$ cat src/rtl/cfg_loader_pkg.sv
package cfg_loader_pkg;

    localparam logic [2:0] MODE_DRIVE  = 3'b000;
    localparam logic [2:0] MODE_FOLLOW = 3'b111;

    typedef struct packed {
        logic drive;
        logic follow;
        logic bad;
    } mode_dec_t;

    typedef enum logic [2:0] {
        SQ_IDLE,
        SQ_MRST,
        SQ_MLOW,
        SQ_MHIGH,
        SQ_FOLLOW,
        SQ_DONE
    } seq_state_e;

    typedef struct packed {
        logic en;
        logic bit_in;
    } shift_req_t;

    function automatic mode_dec_t decode_mode(input logic [2:0] code);
        mode_dec_t d;
        d.drive  = (code == MODE_DRIVE);
        d.follow = (code == MODE_FOLLOW);
        d.bad    = !(d.drive || d.follow);
        return d;
    endfunction

endpackage

$ cat src/rtl/cfg_mode_decode.sv
module cfg_mode_decode
    import cfg_loader_pkg::*;
(
    input  logic [2:0] code_i,
    output mode_dec_t  dec_o
);
    always_comb begin
        dec_o = decode_mode(code_i);
    end
endmodule

$ cat src/rtl/cfg_load_seq.sv
module cfg_load_seq
    import cfg_loader_pkg::*;
#(
    parameter int LEN_W = 8
) (
    input  logic             clk,
    input  logic             rst,
    input  logic             start_i,
    input  mode_dec_t        mode_i,
    input  logic [LEN_W-1:0] len_i,
    input  logic             mem_data_i,
    input  logic             slave_data_i,
    input  logic             slave_stb_i,
    output logic             mem_rst_o,
    output logic             mem_clk_o,
    output shift_req_t       shift_o,
    output logic             busy_o,
    output logic             done_o,
    output logic             err_o,
    output logic             enter_done_o
);
    seq_state_e       st_q, st_d;
    logic [LEN_W-1:0] cnt_q, cnt_d, len_q, len_d;
    logic             err_q, err_d;
    shift_req_t       sh;

    always_comb begin
        st_d  = st_q;
        cnt_d = cnt_q;
        len_d = len_q;
        err_d = err_q;
        sh    = '0;
        case (st_q)
            SQ_IDLE, SQ_DONE: begin
                if (start_i) begin
                    cnt_d = '0;
                    len_d = len_i;
                    if (mode_i.drive) begin
                        st_d  = SQ_MRST;
                        err_d = 1'b0;
                    end else if (mode_i.follow) begin
                        st_d  = SQ_FOLLOW;
                        err_d = 1'b0;
                    end else begin
                        st_d  = SQ_IDLE;
                        err_d = 1'b1;
                    end
                end
            end
            SQ_MRST: st_d = SQ_MLOW;
            SQ_MLOW: begin
                if (cnt_q == len_q) begin
                    st_d = SQ_DONE;
                end else begin
                    sh.en     = 1'b1;
                    sh.bit_in = mem_data_i;
                    cnt_d     = cnt_q + 1'b1;
                    st_d      = SQ_MHIGH;
                end
            end
            SQ_MHIGH: st_d = SQ_MLOW;
            SQ_FOLLOW: begin
                if (cnt_q == len_q) begin
                    st_d = SQ_DONE;
                end else if (slave_stb_i) begin
                    sh.en     = 1'b1;
                    sh.bit_in = slave_data_i;
                    cnt_d     = cnt_q + 1'b1;
                end
            end
            default: st_d = SQ_IDLE;
        endcase
    end

    always_ff @(posedge clk) begin
        if (rst) begin
            st_q  <= SQ_IDLE;
            cnt_q <= '0;
            len_q <= '0;
            err_q <= 1'b0;
        end else begin
            st_q  <= st_d;
            cnt_q <= cnt_d;
            len_q <= len_d;
            err_q <= err_d;
        end
    end

    assign shift_o      = sh;
    assign mem_rst_o    = (st_q == SQ_MRST);
    assign mem_clk_o    = (st_q == SQ_MHIGH);
    assign busy_o       = !(st_q == SQ_IDLE || st_q == SQ_DONE);
    assign done_o       = (st_q == SQ_DONE);
    assign err_o        = err_q;
    assign enter_done_o = (st_d == SQ_DONE) && (st_q != SQ_DONE);


    rst_clk_excl_chk: assert property (@(posedge clk) disable iff (rst)
        !(mem_rst_o && mem_clk_o));

    clk_pulse_chk: assert property (@(posedge clk) disable iff (rst)
        mem_clk_o |=> !mem_clk_o);

    cnt_bound_chk: assert property (@(posedge clk) disable iff (rst)
        cnt_q <= len_q);

    done_count_chk: assert property (@(posedge clk) disable iff (rst)
        done_o |-> (cnt_q == len_q));

    err_idle_chk: assert property (@(posedge clk) disable iff (rst)
        err_o |-> !busy_o && !done_o);
endmodule

$ cat src/rtl/cfg_shift_chain.sv
module cfg_shift_chain #(
    parameter int LEN = 16
) (
    input  logic           clk,
    input  logic           rst,
    input  logic           shift_en_i,
    input  logic           sin_i,
    output logic [LEN-1:0] bits_o,
    output logic           sout_o
);
    logic [LEN-1:0] bits_q;

    always_ff @(posedge clk) begin
        if (rst) begin
            bits_q <= '0;
        end else if (shift_en_i) begin
            bits_q <= {bits_q[LEN-2:0], sin_i};
        end
    end

    assign bits_o = bits_q;
    assign sout_o = bits_q[LEN-1];


    hold_chk: assert property (@(posedge clk) disable iff (rst)
        !shift_en_i |=> $stable(bits_q));
endmodule

$ cat src/rtl/cfg_user_flops.sv
module cfg_user_flops #(
    parameter int NUM_CHAINS = 4,
    parameter int FF_BITS    = 4,
    localparam int TOTAL     = NUM_CHAINS * FF_BITS
) (
    input  logic             clk,
    input  logic             rst,
    input  logic             reload_i,
    input  logic             we_i,
    input  logic [TOTAL-1:0] init_i,
    input  logic [TOTAL-1:0] wdata_i,
    output logic [TOTAL-1:0] q_o
);
    logic [TOTAL-1:0] q_q;

    always_ff @(posedge clk) begin
        if (rst) begin
            q_q <= '0;
        end else if (reload_i) begin
            q_q <= init_i;
        end else if (we_i) begin
            q_q <= wdata_i;
        end
    end

    assign q_o = q_q;


    ff_hold_chk: assert property (@(posedge clk) disable iff (rst)
        (!reload_i && !we_i) |=> $stable(q_q));
endmodule

$ cat src/rtl/cfg_chain_loader.sv
module cfg_chain_loader
    import cfg_loader_pkg::*;
#(
    parameter int NUM_CHAINS = 4,
    parameter int CHAIN_LEN  = 16,
    parameter int FF_BITS    = 4,
    parameter int LEN_W      = 8,
    localparam int SEL_W     = (NUM_CHAINS > 1) ? $clog2(NUM_CHAINS) : 1,
    localparam int SW_BITS   = CHAIN_LEN - FF_BITS
) (
    input  logic                          clk,
    input  logic                          rst,
    input  logic                          start_i,
    input  logic [2:0]                    mode_i,
    input  logic [SEL_W-1:0]              chain_sel_i,
    input  logic [LEN_W-1:0]              load_len_i,
    input  logic                          mem_data_i,
    output logic                          mem_rst_o,
    output logic                          mem_clk_o,
    input  logic                          slave_data_i,
    input  logic                          slave_stb_i,
    output logic                          sdo_o,
    output logic                          sdo_vld_o,
    output logic                          done_o,
    output logic                          err_o,
    input  logic                          reinit_i,
    input  logic                          ff_we_i,
    input  logic [NUM_CHAINS*FF_BITS-1:0] ff_wdata_i,
    output logic [NUM_CHAINS*SW_BITS-1:0] sw_close_o,
    output logic [NUM_CHAINS*FF_BITS-1:0] ff_q_o
);
    mode_dec_t  mode_dec;
    shift_req_t shift;
    logic       busy, done, enter_done;
    logic [SEL_W-1:0] sel_q;
    logic [CHAIN_LEN-1:0] chain_bits [NUM_CHAINS];
    logic [NUM_CHAINS-1:0] chain_sout;
    logic [NUM_CHAINS*FF_BITS-1:0] init_flat, ff_q;
    logic sdo_q, sdo_vld_q;

    cfg_mode_decode u_dec (
        .code_i (mode_i),
        .dec_o  (mode_dec)
    );

    cfg_load_seq #(.LEN_W(LEN_W)) u_seq (
        .clk          (clk),
        .rst          (rst),
        .start_i      (start_i),
        .mode_i       (mode_dec),
        .len_i        (load_len_i),
        .mem_data_i   (mem_data_i),
        .slave_data_i (slave_data_i),
        .slave_stb_i  (slave_stb_i),
        .mem_rst_o    (mem_rst_o),
        .mem_clk_o    (mem_clk_o),
        .shift_o      (shift),
        .busy_o       (busy),
        .done_o       (done),
        .err_o        (err_o),
        .enter_done_o (enter_done)
    );

    always_ff @(posedge clk) begin
        if (rst) begin
            sel_q <= '0;
        end else if (start_i && !busy) begin
            sel_q <= chain_sel_i;
        end
    end

    for (genvar c = 0; c < NUM_CHAINS; c++) begin : g_chain
        cfg_shift_chain #(.LEN(CHAIN_LEN)) u_chain (
            .clk        (clk),
            .rst        (rst),
            .shift_en_i (shift.en && (sel_q == SEL_W'(c))),
            .sin_i      (shift.bit_in),
            .bits_o     (chain_bits[c]),
            .sout_o     (chain_sout[c])
        );
        assign init_flat[c*FF_BITS +: FF_BITS] = chain_bits[c][FF_BITS-1:0];
        assign sw_close_o[c*SW_BITS +: SW_BITS] =
            done ? chain_bits[c][CHAIN_LEN-1:FF_BITS] : '0;
    end

    always_ff @(posedge clk) begin
        if (rst) begin
            sdo_q     <= 1'b0;
            sdo_vld_q <= 1'b0;
        end else begin
            sdo_vld_q <= shift.en;
            if (shift.en) begin
                sdo_q <= chain_sout[sel_q];
            end
        end
    end

    cfg_user_flops #(.NUM_CHAINS(NUM_CHAINS), .FF_BITS(FF_BITS)) u_ff (
        .clk      (clk),
        .rst      (rst),
        .reload_i (enter_done || (done && reinit_i)),
        .we_i     (done && ff_we_i && !reinit_i),
        .init_i   (init_flat),
        .wdata_i  (ff_wdata_i),
        .q_o      (ff_q)
    );

    assign ff_q_o    = done ? ff_q : '0;
    assign done_o    = done;
    assign sdo_o     = sdo_q;
    assign sdo_vld_o = sdo_vld_q;


    reinit_sw_chk: assert property (@(posedge clk) disable iff (rst)
        (done_o && reinit_i && !start_i) |=> $stable(sw_close_o));

    busy_start_chk: assert property (@(posedge clk) disable iff (rst)
        (busy && start_i) |=> $stable(err_o) && $stable(sel_q));
endmodule

$ cat config.mk
export PLATFORM = sky130hd
export DESIGN_NAME = cfg_chain_loader
export DESIGN_NICKNAME = d
export VERILOG_FILES = /design/src/rtl/cfg_loader_pkg.sv /design/src/rtl/cfg_mode_decode.sv /design/src/rtl/cfg_load_seq.sv /design/src/rtl/cfg_shift_chain.sv /design/src/rtl/cfg_user_flops.sv /design/src/rtl/cfg_chain_loader.sv
export SDC_FILE = /design/constraint.sdc
export NUM_CORES = 1
export LEC_CHECK = 0
export ABC_AREA = 0
export ABC_CLOCK_PERIOD_IN_PS = 2910
export BUFFER_PORTS_ARGS = -buffer_cell sky130_fd_sc_hd__buf_2
export CORE_ASPECT_RATIO = 1.25
export CORE_MARGIN = 2
export CORE_UTILIZATION = 35
export CTS_CLUSTER_DIAMETER = 50
export CTS_CLUSTER_SIZE = 25
export DETAILED_ROUTE_END_ITERATION = 8
export SYNTH_ARGS = -nofsm -noshare
export SYNTH_HDL_FRONTEND = slang
export SYNTH_SLANG_ARGS = --single-unit
$ cat constraint.sdc
create_clock -name clk -period 2.91 [get_ports clk]
set_input_delay 0.582 -clock clk [delete_from_list [all_inputs] [get_ports clk]]
set_output_delay 0.582 -clock clk [all_outputs]
set_load 0.02 [all_outputs]
==> impl_results.md <==
* RSZ-0062 raised after global routing: false
* Crit path time final at 2.70 ns
* Num CTS Buffers at 9
* Critical path class: reg -> out
* Synth area leader: dfxtp_1
* #FFs+latches synth at between 100 and 150
* Chip width at ~110 um
* Post-CTS Resized at 0
* GP Congestion at around 0.8
* CP max-delay cell: and3b_2
* Min-Delay Path Class: reg -> reg
* Crit path max-delay family: simple AND/OR/NAND/NOR gates
* Global route overflow at 0
* # hold bufs at CTS at 0
* Initial Utilization at 0.357
* Final ANT Viol Nets at 0
* Synth unique cells at 47
* Overall power at ~3.1 mW
* Via density per instance at around 4.9
* Sequential fraction of the synthesis area at 0.423
* Gr usage total at 0.159
* Layout cell share with drive strength beyond 1 at 0.239
* Crit-path max cell delay at ~0.56 ns
* Commonest non-fill, non-tap cell in the layout: buf_2
* Worst-path maximum fanout at 28
* Diode count at 0
* Cell total after placement at ~780
* Clk root buf: clkbuf_16
* Die height at 137 um
* Fin worst setup slack at approximately 0.21 ns
* Syn Std Cell Area at 4930 sq um
* Pin count of the biggest net entering global routing at between 50 and 60
* CTS max path bufs at 2
* Arr. time, crit path at about 2.1 ns
* DR WL/cell at 14.4 um
* Final period utilization at 0.927
* Max-cap viol count at 0
* Setup crit end kind: output pin
* Rows at between 40 and 50
* Worst EP required at 2.33 ns
* Worst slew pin tran at ~0.6 ns
* First-pass GRT wire length at 18600 um
* First-pass DRT Iterations at 5
* Clock transition at path regs at ~0.070 ns
* Share of the synthesized area in the top cell type at 0.423
* Cells taking the most area after synthesis: dfxtp_1 (42%), mux2i_1 (14%), and2_1 (8.4%)
* Final Max Slew Viols at 0
* DP Worst Slack at between 0.5 and 0.6 ns
* Peak supply drop at between 0.0002 and 0.00025 V
* Vias in the first global route at ~3800
* DP HPWL at ~8300 um
* Cells along the critical path: and3b_2 > buf_4 > and2_1 > buf_2
* Area Growth Syn to Fin at 17.5%
* Vias at between 3000 and 4000
* Final Hold Fails at 0
* Initial DRC Count at about 170
* Drt drc at 0
* Endpoints failing setup at 0
* I/O pin count at around 110
* Nets at around 650
* R2R setup slack at between 0.5 and 0.6 ns
* Top_reg_cell synth: dfxtp_1
* Fmax at between 0.3 and 0.4 GHz
* EDFF count, synth at 0
* Fin Clk Skew at between 0.007 and 0.008 ns
* Routed WL at roughly 11000 um
* Number of H-tree levels at 3
* Syn avg cell area at 9.33 sq um
* Commonest non-fill, non-tap cells in the layout: buf_2 (105), dfxtp_1 (104), nor2_1 (77)
* Slew HR at 0.593
* Core area at around 14000 sq um
* CTS Sinks at 104
* Clock Latency Late Sink at about 0.35 ns
* Initial antenna violation count at 0
* Power Density at about 540 nW/um^2
* Status: complete, no violations
* Syn Inst Count at 528
* Fraction of registers with async set/reset at 0
* Die ar. at ~15000 sq um
* Pleak at 2.88 nW
* Buf+Inv Stages, Crit Path at 2
* Syn nets at 566
* Synth Warn # at 0
* Worst setup SP type: flip-flop
* Worst hold slack at between 0.4 and 0.5 ns
* CTS tree: done
* Final std cells w/o fill at 795
* Post-CTS Setup Bufs at 0
* Fin Setup TNS at 0 ns
* Port bufs at between 100 and 150
per-layer routing:
| metal | vias up | GRT usage | share of wire |
|---|---|---|---|
| met5 | - | 0 | 0 |
| met4 | 0 | 0.0743 | 0.025 |
| met3 | 23 | 0.0190 | 0.035 |
| li1 | 1950 | - | - |
| met2 | 78 | 0.270 | 0.50 |
| met1 | 1845 | 0.198 | 0.44 |
cell type report:
class	instances	area [sq um]
multi-input cells	377	2520
clock buffers	11	253
clock inverters	5	78.8
inverters	6	22.5
fillers	1408	8020
flip-flops and latches	104	2080
well taps	175	219
repair buffers	117	616
cells by family (layout without fill, tap and decap cells):
kind of cell | after synthesis | after routing | share of synthesized area
fa+ha+maj | 1 | 1 | 0.00254
simple gates | 219 | 219 | 0.224
compound gates | 67 | 67 | 0.0995
buf+inv | 47 | 139 | 0.0663
mux | 79 | 79 | 0.165
xor+xnor | 11 | 11 | 0.0196
flops | 104 | 104 | 0.423
sequential cells by signal, summed over array words and instances, names as in the netlist, 2 cells and up:
name                    flops
g_chain.u_chain.bits_o     64
u_ff.q_o                   16
u_seq.cnt_q                 8
u_seq.len_q                 8
u_seq.st_q                  3
sel_q                       2
through the flow:
stage | util | cell area, sq um
finish | 0.419 | 5790
global placement | 0.395 | 5460
detailed placement | 0.395 | 5460
floorplan | - | 4930
global route | 0.419 | 5790
CTS | 0.419 | 5790
where the power goes:
part	switching [mW]	leakage (nW)	internal, mW
Combinational	0.197	1.88	0.110
Sequential	0.0276	0.839	1.45
Clock	0.530	0.165	0.800
Total	0.755	2.88	2.36
synthesized netlist by cell type, types with 2 or more instances:
library cell,number
clkbuf_1,24
o21ai_1,5
mux2_1,8
or3_1,2
buf_6,11
o2111ai_1,3
a21oi_1,17
nand2_1,43
and2_1,66
xor2_1,3
mux2i_1,70
nand4_1,2
buf_12,4
a2111o_1,3
nor2_1,77
o2111ai_2,4
and3b_1,2
o2bb2ai_1,8
dfxtp_1,104
nand2b_1,2
inv_1,6
nand3_1,9
xnor2_1,8
buf_2,2
nor3_1,5
a22oi_1,8
o21ai_0,12
worst paths after layout:
kind	cells after the start	start	endpoint
setup reg to reg	5	u_seq.st_q[2]	u_ff.q_o[1]
setup / recovery	4	u_seq.st_q[2]	sw_close_o[10]
hold reg to reg	1	u_ff.q_o[10]	u_ff.q_o[10]
hold / removal	1	u_ff.q_o[10]	u_ff.q_o[10]
Power figures use the tool's default switching activity.
